### src/rtl/mdio_pkg.sv
package mdio_pkg;
  localparam int PHY_W     = 5;
  localparam int REG_W     = 5;
  localparam int DATA_W    = 16;
  localparam int RANGE_W   = 3;
  localparam int PRE_LEN   = 32;
  localparam int FRAME_LEN = PRE_LEN + 2 + 2 + PHY_W + REG_W + 2 + DATA_W;
  localparam int MAX_DIV   = 102;
  localparam int CNT_W     = $clog2(MAX_DIV);

  typedef struct packed {
    logic [PHY_W-1:0]   phy;
    logic [REG_W-1:0]   regad;
    logic [RANGE_W-1:0] range;
    logic               wr;
  } cmd_t;

  function automatic logic [CNT_W-1:0] half_period(input logic [RANGE_W-1:0] code);
    int unsigned d;
    case (code)
      3'd0:    d = 16;
      3'd1:    d = 26;
      3'd2:    d = 42;
      3'd3:    d = 62;
      default: d = MAX_DIV;
    endcase
    return CNT_W'(d / 2);
  endfunction
endpackage

### src/rtl/mdio_clkgen.sv
module mdio_clkgen #(
  parameter int CNT_W = 7
) (
  input  logic             clk,
  input  logic             rst_n,
  input  logic             run,
  input  logic [CNT_W-1:0] half,
  output logic             mdc,
  output logic             rise_tick,
  output logic             fall_tick
);
  logic [CNT_W-1:0] cnt;
  logic             tick;

  assign tick      = run && (cnt == half - CNT_W'(1));
  assign rise_tick = tick && !mdc;
  assign fall_tick = tick && mdc;

  always_ff @(posedge clk or negedge rst_n) begin
    if (!rst_n) begin
      cnt <= '0;
      mdc <= 1'b0;
    end else if (!run) begin
      cnt <= '0;
      mdc <= 1'b0;
    end else if (tick) begin
      cnt <= '0;
      mdc <= ~mdc;
    end else begin
      cnt <= cnt + CNT_W'(1);
    end
  end
endmodule

### src/rtl/mdio_frame_shifter.sv
module mdio_frame_shifter #(
  parameter int FRAME_LEN = 64,
  parameter int DATA_W    = 16
) (
  input  logic                 clk,
  input  logic                 rst_n,
  input  logic                 start,
  input  logic [FRAME_LEN-1:0] frame,
  input  logic                 is_read,
  input  logic                 rise_tick,
  input  logic                 fall_tick,
  input  logic                 mdio_i,
  output logic                 active,
  output logic                 mdio_o,
  output logic                 mdio_oe,
  output logic                 done,
  output logic [DATA_W-1:0]    rx_data
);
  localparam int BIT_W = $clog2(FRAME_LEN);
  localparam logic [BIT_W-1:0] TA_IDX   = BIT_W'(FRAME_LEN - DATA_W - 2);
  localparam logic [BIT_W-1:0] DATA_IDX = BIT_W'(FRAME_LEN - DATA_W);
  localparam logic [BIT_W-1:0] LAST_IDX = BIT_W'(FRAME_LEN - 1);

  logic [FRAME_LEN-1:0] shreg;
  logic [BIT_W-1:0]     bitcnt;
  logic                 rd;

  assign done    = active && fall_tick && (bitcnt == LAST_IDX);
  assign mdio_oe = active && !(rd && (bitcnt >= TA_IDX));
  assign mdio_o  = active ? shreg[FRAME_LEN-1] : 1'b1;

  always_ff @(posedge clk or negedge rst_n) begin
    if (!rst_n) begin
      shreg   <= '0;
      bitcnt  <= '0;
      rd      <= 1'b0;
      active  <= 1'b0;
      rx_data <= '0;
    end else if (start) begin
      shreg   <= frame;
      bitcnt  <= '0;
      rd      <= is_read;
      active  <= 1'b1;
      rx_data <= '0;
    end else if (active) begin
      if (rise_tick && rd && (bitcnt >= DATA_IDX))
        rx_data <= {rx_data[DATA_W-2:0], mdio_i};
      if (fall_tick) begin
        if (bitcnt == LAST_IDX) begin
          active <= 1'b0;
        end else begin
          shreg  <= {shreg[FRAME_LEN-2:0], 1'b0};
          bitcnt <= bitcnt + BIT_W'(1);
        end
      end
    end
  end
endmodule

### src/rtl/mdio_master.sv
module mdio_master
  import mdio_pkg::*;
(
  input  logic        clk,
  input  logic        rst_n,
  input  logic        wr_en,
  input  logic        wr_sel,
  input  logic [15:0] wr_data,
  output logic [15:0] rd_cmd,
  output logic [15:0] data_q,
  output logic        busy,
  output logic        mdc,
  output logic        mdio_o,
  output logic        mdio_oe,
  input  logic        mdio_i
);
  cmd_t                 cmd_q;
  cmd_t                 cmd_in;
  logic                 accept;
  logic                 start;
  logic [FRAME_LEN-1:0] frame;
  logic [CNT_W-1:0]     half;
  logic                 rise_tick, fall_tick;
  logic                 active, done;
  logic [DATA_W-1:0]    rx_data;

  assign cmd_in = '{phy:   wr_data[15:11],
                    regad: wr_data[10:6],
                    range: wr_data[4:2],
                    wr:    wr_data[1]};
  assign accept = wr_en && !busy;
  assign start  = accept && !wr_sel && wr_data[0];

  assign frame = {{PRE_LEN{1'b1}}, 2'b01,
                  cmd_in.wr ? 2'b01 : 2'b10,
                  cmd_in.phy, cmd_in.regad,
                  cmd_in.wr ? 2'b10 : 2'b00,
                  cmd_in.wr ? data_q : {DATA_W{1'b0}}};

  assign half   = half_period(cmd_q.range);
  assign rd_cmd = {cmd_q.phy, cmd_q.regad, 1'b0, cmd_q.range, cmd_q.wr, busy};

  always_ff @(posedge clk or negedge rst_n) begin
    if (!rst_n) begin
      cmd_q  <= '0;
      data_q <= '0;
      busy   <= 1'b0;
    end else begin
      if (accept && !wr_sel) cmd_q  <= cmd_in;
      if (accept && wr_sel)  data_q <= wr_data;
      if (start) busy <= 1'b1;
      if (done) begin
        busy <= 1'b0;
        if (!cmd_q.wr) data_q <= rx_data;
      end
    end
  end

  mdio_clkgen #(.CNT_W(CNT_W)) u_clk (
    .clk       (clk),
    .rst_n     (rst_n),
    .run       (active),
    .half      (half),
    .mdc       (mdc),
    .rise_tick (rise_tick),
    .fall_tick (fall_tick)
  );

  mdio_frame_shifter #(.FRAME_LEN(FRAME_LEN), .DATA_W(DATA_W)) u_shift (
    .clk       (clk),
    .rst_n     (rst_n),
    .start     (start),
    .frame     (frame),
    .is_read   (!cmd_in.wr),
    .rise_tick (rise_tick),
    .fall_tick (fall_tick),
    .mdio_i    (mdio_i),
    .active    (active),
    .mdio_o    (mdio_o),
    .mdio_oe   (mdio_oe),
    .done      (done),
    .rx_data   (rx_data)
  );
endmodule

### config.mk
export PLATFORM = sky130hd
export DESIGN_NAME = mdio_master
export DESIGN_NICKNAME = d
export VERILOG_FILES = /design/src/rtl/mdio_pkg.sv /design/src/rtl/mdio_clkgen.sv /design/src/rtl/mdio_frame_shifter.sv /design/src/rtl/mdio_master.sv
export SDC_FILE = /design/constraint.sdc
export NUM_CORES = 1
export LEC_CHECK = 0
export BUFFER_PORTS_ARGS = -buffer_cell sky130_fd_sc_hd__buf_2
export CORE_ASPECT_RATIO = 0.5
export CORE_MARGIN = 8
export CORE_UTILIZATION = 50
export CTS_CLUSTER_DIAMETER = 120
export DETAILED_ROUTE_END_ITERATION = 8
export PLACE_DENSITY = 0.74
export SLEW_MARGIN = 0
export SYNTH_ARGS = -nofsm -noshare
export SYNTH_HDL_FRONTEND = slang
export SYNTH_SLANG_ARGS = --single-unit
### constraint.sdc
create_clock -name clk -period 7.7 [get_ports clk]
set_input_delay 1.155 -clock clk [delete_from_list [all_inputs] [get_ports clk]]
set_output_delay 1.155 -clock clk [all_outputs]
set_load 0.01 [all_outputs]
==> results of run 1 <==
final timing paths:
path	end	slack, ns	cells past startpoint
worst max register to register	data_q[12]	4.46	8
worst min-delay path	u_shift.rd	0.48	1
max in group asynchronous	u_clk.cnt[1]	5.53	2
worst max-delay path	data_q[12]	4.46	8
worst min register to register	u_shift.rd	0.48	1
min in group asynchronous	u_shift.shreg[47]	0.82	1
Yosys cell counts (4+ instances only):
cell        n
a21oi_1    11
a31oi_1    13
buf_2       5
clkbuf_1   26
dfrtp_1   127
ha_1        4
inv_1       4
mux2_2     36
mux2_4     10
mux2i_1    47
nand2_1    59
nand3_1    21
nor2_1     51
o211ai_1   17
o21ai_0    19
or3_1      16
xnor2_1     6
sequential cells by signal, indices dropped and copies added, names as in the netlist:
register         cells
u_shift.shreg       64
data_q              16
u_shift.rx_data     16
rd_cmd              14
u_clk.cnt            7
u_shift.bitcnt       6
busy                 1
u_clk.mdc            1
u_shift.active       1
u_shift.rd           1
through the flow:
stage | setup slack, ns | instance area [um^2] | power, mW | utilization, %
4_1_cts | 4.47 | 6820 | 2.55 | 58.8
2_1_floorplan | 4.97 | 5840 | 1.48 | -
6_report | 4.46 | 6820 | 2.52 | 58.8
5_1_grt | 4.30 | 6820 | 2.68 | 58.8
3_3_place_gp | 4.56 | 6200 | 1.65 | 53.5
3_5_place_dp | 4.49 | 6200 | 1.70 | 53.5
logic make-up after synthesis:
| group | synth area share [%] |
|---|---|
| AO/OA/AOI/OAI | 8.74 |
| XOR/XNOR | 1.20 |
| adder cells (fa/ha/maj) | 0.857 |
| buffers and inverters | 3.41 |
| flip-flops | 54.4 |
| multiplexers | 17.6 |
| other | 0.0642 |
| AND/OR/NAND/NOR | 13.8 |
worst max-delay path: stages, from the launching register on:
cell       delay, ns
dfrtp_1         0.49
nor3_1          0.22
ha_1            0.27
xnor2_1         0.14
nor3_2          0.26
o2111ai_4       0.16
buf_4           0.29
or3_1           0.82
mux2_4          0.46
routing by layer:
layer  track usage [%]  vias to the layer above  share of wire, %
li1                  -                     1933                 -
met5                 0                        -                 0
met4              7.23                        0               1.8
met2              25.4                      101                44
met3              4.63                       22               4.6
met1              25.5                     2115                50
where the power goes:
group,switching (mW),internal [mW],total (mW)
logic,0.345,0.289,0.635
registers,0.152,0.899,1.05
clock network,0.295,0.543,0.838
total,0.792,1.73,2.52
layout make-up:
class                   count  area (um^2)  area share, %
well taps                 165          206           3.03
multi-input cells         352         2470           36.2
clock buffers              19          433           6.35
repair buffers             62          330           4.84
clock inverters            13          189           2.77
flip-flops and latches    127         3180           46.6
inverters                   4         15.0          0.220
==> impl_metrics.tcl, run 1 <==
set metrics [dict create \
    wire_per_inst_um 17.7 \
    synth_cell_type_count 50 \
    final_common_cell "dfrtp_1" \
    area_growth_pct 16.8 \
    setup_viol 0 \
    status "completed" \
    drt-total-wl_um 13100 \
    drt-pass1-iter-count 5 \
    placeableCoreArea_mm2 0.0116 \
    cp-startpoint "rd_cmd[4]" \
    die_area_mm2 0.0156 \
    grt_use_total_pct 17.9 \
    cts.htree.levels 4 \
    viasPerCell 5.62 \
    clock_sinks 127 \
    fin_skew_ns 0.00932 \
    crit_type "flip-flop to flip-flop" \
    period_share_pct 42.1 \
    final_cell_mix "dfrtp_1 (127), nand2_1 (58), buf_2 (54)" \
    period_minus_slack_ns 3.24 \
    worstPathRequired_ns 7.99 \
    grt_pass1_wl_um 22400 \
    slew_headroom_pct 24.4 \
    tns_ns 0 \
    synth_top_area_share_pct 54.4 \
    layout-drive-gt1-share_pct 25.6 \
    path_clk_slew_ns 0.06 \
    drc 0 \
    cellLeakagePower_nw 2.79 \
    tightest_slew_ns 1.13 \
    place.gp.congestion 0.812 \
    final_antenna_net_count 0 \
    fp-row-count 28 \
    synth_edf_count 0 \
    vias 4171 \
    ys_seq_elements 127 \
    yosysWarnings 0 \
    p_per_area_mw_per_mm2 370 \
    grt_max_degree 70 \
    die_w_um 169 \
    die_y_um 92.4 \
    dr.first_iter.drc_count 455 \
    diodes 0 \
    ir_drop_uv 181 \
    synth.area.top_cells "dfrtp_1 (54%), mux2i_1 (8.1%), mux2_2 (6.9%), nand2_1 (3.8%), nor2_1 (3.3%)" \
    fin_cells 742 \
    hp-class "flip-flop to flip-flop" \
    hold_viol 0 \
    numCtsBuffers 17 \
    cp-start-kind "flip-flop" \
    hpwl_um 8350 \
    syn_inst 520 \
    synthesis.area_mm2 0.00584 \
    avgSynthCellArea_um2 11.2 \
    io_pins 57 \
    ys_seq_area_share_pct 54.4 \
    hp-start "u_shift.rd" \
    ctsResizeCount 0 \
    synthArstFlopShare_pct 100 \
    clk_latency_ns 0.41 \
    post_cts_buffers 0 \
    endpoint_kind "flip-flop" \
    mappedNetlistNets 545 \
    cts_tree "done" \
    ys.flop_type "dfrtp_1" \
    cts-root-buf "clkbuf_16" \
    cp.arrival_ns 3.52 \
    fillers 910 \
    dp.cells 710 \
    cts_hold_buf 0 \
    maxCapViolations 0 \
    reg2reg_from "rd_cmd[4]" \
    numPortBuffers 55 \
    start_util_pct 50.4 \
    rsz0062_at_grt "false" \
    max_freq_mhz 309 \
    yosysTopAreaCell "dfrtp_1" \
    grt_overflow_total 0 \
    holdWs_ns 0.480 \
    crit_fanout 44 \
    drv_slew 0 \
    layout.nets 589 \
    antenna_found_initial 0 \
    grt_pass1_vias 4318 \
    clockBufferDepth 2 \
]
No activity file was read; power rests on OpenSTA's default activity.
==> run 2, diff against run 1 <==
clock period = 3 ns   (was 7.7 ns; I/O delays follow)
==> run 2 against run 1 <==
  * Maximum frequency increased by 19%
  * Design area increased by 0.88%
  * Sequential cell count unchanged
  * Largest power group unchanged
==> impl_metrics.tcl, run 2 (synthesis gave the netlist of run 1 again) <==
set metrics [dict create \
    cts-root-buf "clkbuf_16" \
    hpwl_um 8680 \
    place.gp.congestion 0.793 \
    p_sw_share_pct 31.9 \
    grt_pass1_vias 4260 \
    vias 4121 \
    layout-drive-gt1-share_pct 26.7 \
    cpPeakStageDelay_ns 0.48 \
    tns_ns 0 \
    viasPerCell 5.50 \
    layout.nets 596 \
    drt-pass1-iter-count 5 \
    clkPwrFrac_pct 32.6 \
    placeableCoreArea_mm2 0.0116 \
    path_cells "a21oi_1, ha_1, xnor2_1, nor3_2, o2111ai_4, buf_4, nor4_4, buf_4, mux2i_1" \
    pwr-share-seq_pct 42.0 \
    cp.arrival_ns 3.05 \
    dp.cells 717 \
    cp-start-kind "flip-flop" \
    hold_viol 0 \
    fillers 958 \
    numPortBuffers 55 \
    setup_viol 0 \
    met1_usage_pct 25.4 \
    hp-class "primary input to asynchronous set/reset pin" \
    clock_sinks 127 \
    ir_drop_uv 431 \
    fin_cells 749 \
    period_share_pct 90.9 \
    crit_type "flip-flop to flip-flop" \
    drt-total-wl_um 13100 \
    largest_reg_flops 64 \
    cts_tree "done" \
    grt_overflow_total 0 \
    diodes 0 \
    final_cell_mix "dfrtp_1 (127), nand2_1 (58), buf_2 (54)" \
    numCtsBuffers 17 \
    fin_util_pct 59.4 \
    wire_per_inst_um 17.5 \
    die_y_um 92.4 \
    p_sw_mw 2.06 \
    die_w_um 169 \
    drv_slew 0 \
    maxCapViolations 0 \
    cts_hold_buf 0 \
    clockBufferDepth 2 \
    grt.busiest_layer "met2" \
    clk_latency_ns 0.41 \
    grtUsageMet3_pct 4.29 \
    p_per_area_mw_per_mm2 937 \
    worstPathRequired_ns 3.33 \
    p_int_mw 4.39 \
    antenna_found_initial 0 \
    path_clk_slew_ns 0.06 \
    crit_fanout 43 \
    ctsResizeCount 0 \
    grt_use_total_pct 17.8 \
    grt_pass1_wl_um 22200 \
    fin_skew_ns 0.00759 \
    cts.htree.levels 4 \
    endpoint_kind "flip-flop" \
    use_met2_pct 26.1 \
    io_pins 57 \
    tightest_slew_ns 0.909 \
    fp-row-count 28 \
    post_cts_buffers 0 \
    drc 0 \
    final_common_cell "dfrtp_1" \
    final_antenna_net_count 0 \
    grt_max_degree 55 \
    cpMostUsedCell "buf_4" \
    status "completed" \
    largest-register "u_shift.shreg" \
    period_minus_slack_ns 2.73 \
    rsz0062_at_grt "false" \
    slew_headroom_pct 39.2 \
    top_regs "u_shift.shreg x64, data_q x16, u_shift.rx_data x16" \
    start_util_pct 50.4 \
    p_comb_share_pct 25.5 \
    area_growth_pct 17.8 \
    die_area_mm2 0.0156 \
    cellLeakagePower_nw 2.84 \
    dr.first_iter.drc_count 321 \
    power_mw 6.45 \
    crit_slowest_cell "dfrtp_1" \
    max_freq_mhz 367 \
]
-- run 2: final timing paths --
kind / from / to / slack (ns) / depth (start not counted)
worst max-delay path: rd_cmd[2] / u_shift.rx_data[0] / 0.27 / 9
worst min register to register: u_shift.rd / u_shift.rd / 0.48 / 1
worst min-delay path: rst_n / u_shift.shreg[39] / 0.05 / 1
min in group clk: wr_data[2] / rd_cmd[2] / 0.30 / 2
worst max register to register: rd_cmd[2] / u_shift.rx_data[0] / 0.27 / 9
max in group asynchronous: rst_n / data_q[1] / 2.24 / 2
-- run 2: layout make-up --
type                       instances  area (um^2)  share of cell area (%)
tap                              165          206                    3.00
clock inverter                    13          161                    2.35
multi-input combinational        352         2470                    35.9
inverter                           4         15.0                   0.218
timing repair buffer              69          408                    5.93
sequential                       127         3180                    46.2
clock buffer                      19          443                    6.44
-- run 2: metal layers --
metal	routed length, um	vias up
met3	609	7
met2	5900	101
met5	0	-
met1	6550	2067
li1	-	1946
met4	63	0
-- run 2: power groups by stage --
stage / clock network (mW) / registers [mW] / logic, mW
finish: 2.10 / 2.71 / 1.64
global route: 2.21 / 2.77 / 1.83
CTS: 2.13 / 2.70 / 1.66
detailed placement: 0 / 2.71 / 1.64
global placement: 0 / 2.68 / 1.58
floorplan: 0 / 2.69 / 1.10
-- run 2: stage by stage --
stage               hold slack, ns  setup slack (ns)  cell area, um^2
CTS                         0.0555             0.260             6880
finish                      0.0461             0.273             6880
global route                0.0826            0.0463             6880
global placement             0.468             0.412             6280
floorplan                    0.154             0.371             5840
detailed placement           0.467             0.298             6280
-- run 2: critical path, delay by kind of cell (launching register included) --
family                   cells  cell delay [ns]
buffers and inverters        2             0.62
adder cells (fa/ha/maj)      1             0.26
flip-flops                   1             0.48
AND/OR/NAND/NOR              2             0.51
AO/OA/AOI/OAI                2             0.38
XOR/XNOR                     1             0.14
multiplexers                 1             0.24
